--- src/rtl/gpio_pkg.sv ---
package gpio_pkg;
    typedef enum logic [1:0] {
        SEL_LEVEL = 2'd0,
        SEL_DIR   = 2'd1,
        SEL_PINS  = 2'd2,
        SEL_NONE  = 2'd3
    } gpio_sel_e;
endpackage

--- src/rtl/gpio_sync.sv ---
module gpio_sync #(
    parameter int WIDTH  = 8,
    parameter int STAGES = 2
) (
    input  logic             clk,
    input  logic             rst_n,
    input  logic [WIDTH-1:0] d,
    output logic [WIDTH-1:0] q
);
    logic [WIDTH-1:0] stg [STAGES];

    always_ff @(posedge clk or negedge rst_n) begin
        if (!rst_n) stg[0] <= '0;
        else        stg[0] <= d;
    end

    for (genvar s = 1; s < STAGES; s++) begin : g_stage
        always_ff @(posedge clk or negedge rst_n) begin
            if (!rst_n) stg[s] <= '0;
            else        stg[s] <= stg[s-1];
        end
    end

    assign q = stg[STAGES-1];
endmodule

--- src/rtl/gpio_regs.sv ---
module gpio_regs
    import gpio_pkg::*;
#(
    parameter int WIDTH = 8
) (
    input  logic             clk,
    input  logic             rst_n,
    input  gpio_sel_e        sel,
    input  logic             wr_en,
    input  logic [WIDTH-1:0] wdata,
    input  logic [WIDTH-1:0] set_mask,
    input  logic [WIDTH-1:0] clr_mask,
    output logic [WIDTH-1:0] level_q,
    output logic [WIDTH-1:0] dir_q
);
    logic [WIDTH-1:0] level_d;
    logic [WIDTH-1:0] dir_d;

    always_comb begin
        level_d = level_q;
        dir_d   = dir_q;
        if (wr_en) begin
            unique case (sel)
                SEL_LEVEL: level_d = wdata;
                SEL_DIR:   dir_d   = wdata;
                SEL_PINS:  level_d = level_q ^ wdata;
                default:   ;
            endcase
        end else begin
            unique case (sel)
                SEL_LEVEL: level_d = (level_q | set_mask) & ~clr_mask;
                SEL_DIR:   dir_d   = (dir_q | set_mask) & ~clr_mask;
                default:   ;
            endcase
        end
    end

    always_ff @(posedge clk or negedge rst_n) begin
        if (!rst_n) begin
            level_q <= '0;
            dir_q   <= '0;
        end else begin
            level_q <= level_d;
            dir_q   <= dir_d;
        end
    end
endmodule

--- src/rtl/gpio_padctl.sv ---
module gpio_padctl #(
    parameter int WIDTH = 8
) (
    input  logic [WIDTH-1:0] level,
    input  logic [WIDTH-1:0] dir,
    input  logic             pull_off,
    input  logic [WIDTH-1:0] alt_en,
    input  logic [WIDTH-1:0] alt_oe,
    input  logic [WIDTH-1:0] alt_out,
    output logic [WIDTH-1:0] pad_oe,
    output logic [WIDTH-1:0] pad_out,
    output logic [WIDTH-1:0] pad_pu
);
    for (genvar n = 0; n < WIDTH; n++) begin : g_pin
        assign pad_oe[n]  = alt_en[n] ? alt_oe[n]  : dir[n];
        assign pad_out[n] = alt_en[n] ? alt_out[n] : level[n];
        assign pad_pu[n]  = ~dir[n] & level[n] & ~pull_off;
    end
endmodule

--- src/rtl/gpio_port.sv ---
module gpio_port
    import gpio_pkg::*;
#(
    parameter int WIDTH       = 8,
    parameter int SYNC_STAGES = 2
) (
    input  logic             clk,
    input  logic             rst_n,
    input  logic [1:0]       reg_sel,
    input  logic             wr_en,
    input  logic             rd_en,
    input  logic [WIDTH-1:0] wdata,
    input  logic [WIDTH-1:0] set_mask,
    input  logic [WIDTH-1:0] clr_mask,
    output logic [WIDTH-1:0] rdata,
    input  logic             pull_off,
    input  logic [WIDTH-1:0] pin_in,
    input  logic [WIDTH-1:0] alt_en,
    input  logic [WIDTH-1:0] alt_oe,
    input  logic [WIDTH-1:0] alt_out,
    output logic [WIDTH-1:0] pad_oe,
    output logic [WIDTH-1:0] pad_out,
    output logic [WIDTH-1:0] pad_pu
);
    gpio_sel_e        sel;
    logic [WIDTH-1:0] level_q;
    logic [WIDTH-1:0] dir_q;
    logic [WIDTH-1:0] pins_s;

    assign sel = gpio_sel_e'(reg_sel);

    gpio_sync #(.WIDTH(WIDTH), .STAGES(SYNC_STAGES)) u_sync (
        .clk   (clk),
        .rst_n (rst_n),
        .d     (pin_in),
        .q     (pins_s)
    );

    gpio_regs #(.WIDTH(WIDTH)) u_regs (
        .clk      (clk),
        .rst_n    (rst_n),
        .sel      (sel),
        .wr_en    (wr_en),
        .wdata    (wdata),
        .set_mask (set_mask),
        .clr_mask (clr_mask),
        .level_q  (level_q),
        .dir_q    (dir_q)
    );

    gpio_padctl #(.WIDTH(WIDTH)) u_pad (
        .level    (level_q),
        .dir      (dir_q),
        .pull_off (pull_off),
        .alt_en   (alt_en),
        .alt_oe   (alt_oe),
        .alt_out  (alt_out),
        .pad_oe   (pad_oe),
        .pad_out  (pad_out),
        .pad_pu   (pad_pu)
    );

    always_comb begin
        rdata = '0;
        if (rd_en) begin
            unique case (sel)
                SEL_LEVEL: rdata = level_q;
                SEL_DIR:   rdata = dir_q;
                SEL_PINS:  rdata = pins_s;
                default:   rdata = '0;
            endcase
        end
    end
endmodule

--- config.mk ---
export PLATFORM = sky130hd
export DESIGN_NAME = gpio_port
export DESIGN_NICKNAME = d
export VERILOG_FILES = /design/src/rtl/gpio_pkg.sv /design/src/rtl/gpio_sync.sv /design/src/rtl/gpio_regs.sv /design/src/rtl/gpio_padctl.sv /design/src/rtl/gpio_port.sv
export SDC_FILE = /design/constraint.sdc
export NUM_CORES = 1
export LEC_CHECK = 0
export BUFFER_PORTS_ARGS = -buffer_cell sky130_fd_sc_hd__buf_2
export CORE_MARGIN = 5
export CORE_UTILIZATION = 45
export CTS_CLUSTER_DIAMETER = 150
export DETAILED_ROUTE_END_ITERATION = 8
export GPL_TIMING_DRIVEN = 0
export MAX_ROUTING_LAYER = met4
export PLACE_DENSITY = 0.79
export RECOVER_POWER = 25
export REMOVE_ABC_BUFFERS = 1
export SYNTH_ARGS = -nofsm -noshare
export SYNTH_HDL_FRONTEND = slang
export SYNTH_SLANG_ARGS = --single-unit
export TNS_END_PERCENT = 50
--- constraint.sdc ---
create_clock -name clk -period 1.73 [get_ports clk]
set_input_delay 0.173 -clock clk [delete_from_list [all_inputs] [get_ports clk]]
set_output_delay 0.173 -clock clk [all_outputs]
set_load 0.01 [all_outputs]
==> flow_summary.ini <==
[outcome]
outcome = completed

[clocking]
cts_max_level = 2
cts_tree = yes
clkTransAtPathRegs_ps = 70
clock_path_buffers = 2
ctsRootBufferMaster = clkbuf_8
cts_setup_buffers = 0
cts_sinks = 32
clkLatencyLatePin_ps = 280
cts_buffers = 5

[sta]
min_period_ps = 1510
worstMarginPinSlew_ps = 787
whs_ps = 165
fmax_ghz = 0.661
hold_viol_final = 0
setup_viol = 0
finalCritPeriodShare = 0.875
setup_tns_ps = 0
rsz0062_at_grt = false
relSlewSlack = 0.475
skew_ps = 7.58
drv_slew = 0

[yosys]
syn_inst = 202
synth_cell_type_count = 31
synthMuxAreaShare = 0.143
synth_compound_area_frac = 0.219
synthAdderAreaFrac = 0
synthSimpleGateAreaFrac = 0.170
synth_xor_area_frac = 0.00463
ys.warnings.count = 0
ys_ff_latch = 32
synth_top_family_by_area = compound AO/OA/AOI/OAI gates
netlist_area_um2 = 1890
ys_seq_area_frac = 0.423
syn_area_per_cell_um2 = 9.37

[detailed_routing]
dr.pass1.iters = 4
met2_length_mm = 2.56
wl_met1_mm = 2.28
drt-wirelength-per-cell_um = 15.1
vias = 1879
ant_nets = 0
wl_mm = 5.33
drcViolationCount = 0
first_iter_violations = 81
via_per_inst = 5.34
maxUsedRoutingLayer = met4
met3RoutedLength_um = 438

[pwr]
peakVddDrop_mv = 0.472
p_leak_uw = 0.00124
power_uw = 2280
power.density_nw_per_um2 = 888

[grt]
grt_pass1_wl_mm = 8.49
grt_usage = 0.203
antenna_found_initial = 0
grt_max_degree = 33
grt_overflow = 0
grt_pass1_vias = 1897

[floorplanning]
initial_core_util = 0.470
die_h_um = 74.8
rows = 23
ios = 95
die-width_um = 74.8
die-area_um2 = 5600
core-area_um2 = 4030

[place]
placed_cell_area_um2 = 2360
gp_congestion = 0.779
dp.cells = 335
hpwlAfterDp_mm = 3.74
io_buffers = 94

[setup_path]
critPathLaunchType = primary input
crit_required_ps = 1560
path_max_fanout = 21
arrival_ps = 1340
end_kind = output port
crit_type = primary input to output port

[cells_and_area]
final_net_count = 364
final_cell_mix = 91 x buf_2, 32 x dfrtp_1, 27 x a21oi_1
final_area_um2 = 2570
drive_gt1_frac = 0.407
num_antenna_cells = 0
instances_no_fill = 352
fillers = 332
final_common_cell = buf_2
area_growth_pct = 36.0

[job]
cap_violations = 0

[min_path]
hp-class = primary input to flip-flop
-- path summary, 6_finish.rpt --
path	startpoint	slack, ps	depth (start not counted)	end
max in group asynchronous	rst_n	730	2	u_sync.stg[8]
worst max-delay path	reg_sel[0]	220	6	rdata[1]
min in group asynchronous	rst_n	500	2	u_regs.dir_q[3]
worst min-delay path	wdata[4]	170	3	u_regs.dir_q[4]
worst max register to register	u_regs.level_q[0]	670	3	u_regs.level_q[0]
worst min register to register	u_sync.stg[8]	340	0	u_sync.q[0]
-- flip-flops by register name (all words and copies together) (netlist names) --
name,cells
u_regs.level_q,8
u_sync.q,8
u_regs.dir_q,8
u_sync.stg,8
-- synthesized netlist by cell type (all sizes together) --
master	number	area, um2
xor2	1	8.76
nor3b	8	60.1
and2b	1	7.51
dfrtp	32	801
nor3	1	5.00
inv	3	11.3
mux2	16	180
nand2	11	41.3
nand3	2	10.0
a31oi	2	12.5
clkbuf	2	7.51
or2	2	12.5
nand2b	2	12.5
o22ai	14	87.6
nor2b	6	37.5
mux2i	9	90.1
o22a	3	26.3
nor2	22	85.1
o21a	2	15.0
a21oi	27	135
buf	9	57.6
and2	8	50.1
o21ai	9	45.0
a31o	3	26.3
o221a	2	22.5
a2bb2oi	5	43.8
-- kinds of logic (layout without fill, tap and decap cells) --
family          Yosys count  after routing
mux                      25             25
flops                    32             32
xor+xnor                  1              1
compound gates           67             67
buf+inv                  14            114
simple gates             63             63
-- where the power goes --
group          total (uW)  switching (uW)  internal (uW)
combinational         631             295            336
clock                 709             283            426
sequential            945             109            835
-- metrics by stage --
stage	utilization	worst slack [ps]
finish	0.639	216
global route	0.639	135
CTS	0.635	2.00
detailed placement	0.586	-789
global placement	0.586	-762
floorplan	-	342
-- routing by layer --
metal  track usage  vias up
li1              -      932
met5             -        -
met4        0.0573        0
met2         0.326       89
met3        0.0494        6
met1         0.256      852
-- critical path, cell delays in order --
cell and delay, ps:
clkbuf_4 300, and2b_2 370, nand2_1 90, o21ai_0 90, and2_1 180, buf_2 130
-- final cells by class --
class | instances | area, um2 | share of cell area
tap | 50 | 62.6 | 0.0243
inverter | 3 | 11.3 | 0.00438
sequential | 32 | 801 | 0.311
clock buffer | 5 | 68.8 | 0.0268
multi-input combinational | 156 | 1020 | 0.397
clock inverter | 3 | 42.5 | 0.0165
timing repair buffer | 103 | 566 | 0.220
-- what timing repair did --
item,CTS,global route
gates resized for setup,2,3
endpoints found under the setup margin,7,8
hold buffers,8,1
endpoints found under the hold margin,39,1
No activity file was read; power rests on OpenSTA's default activity.
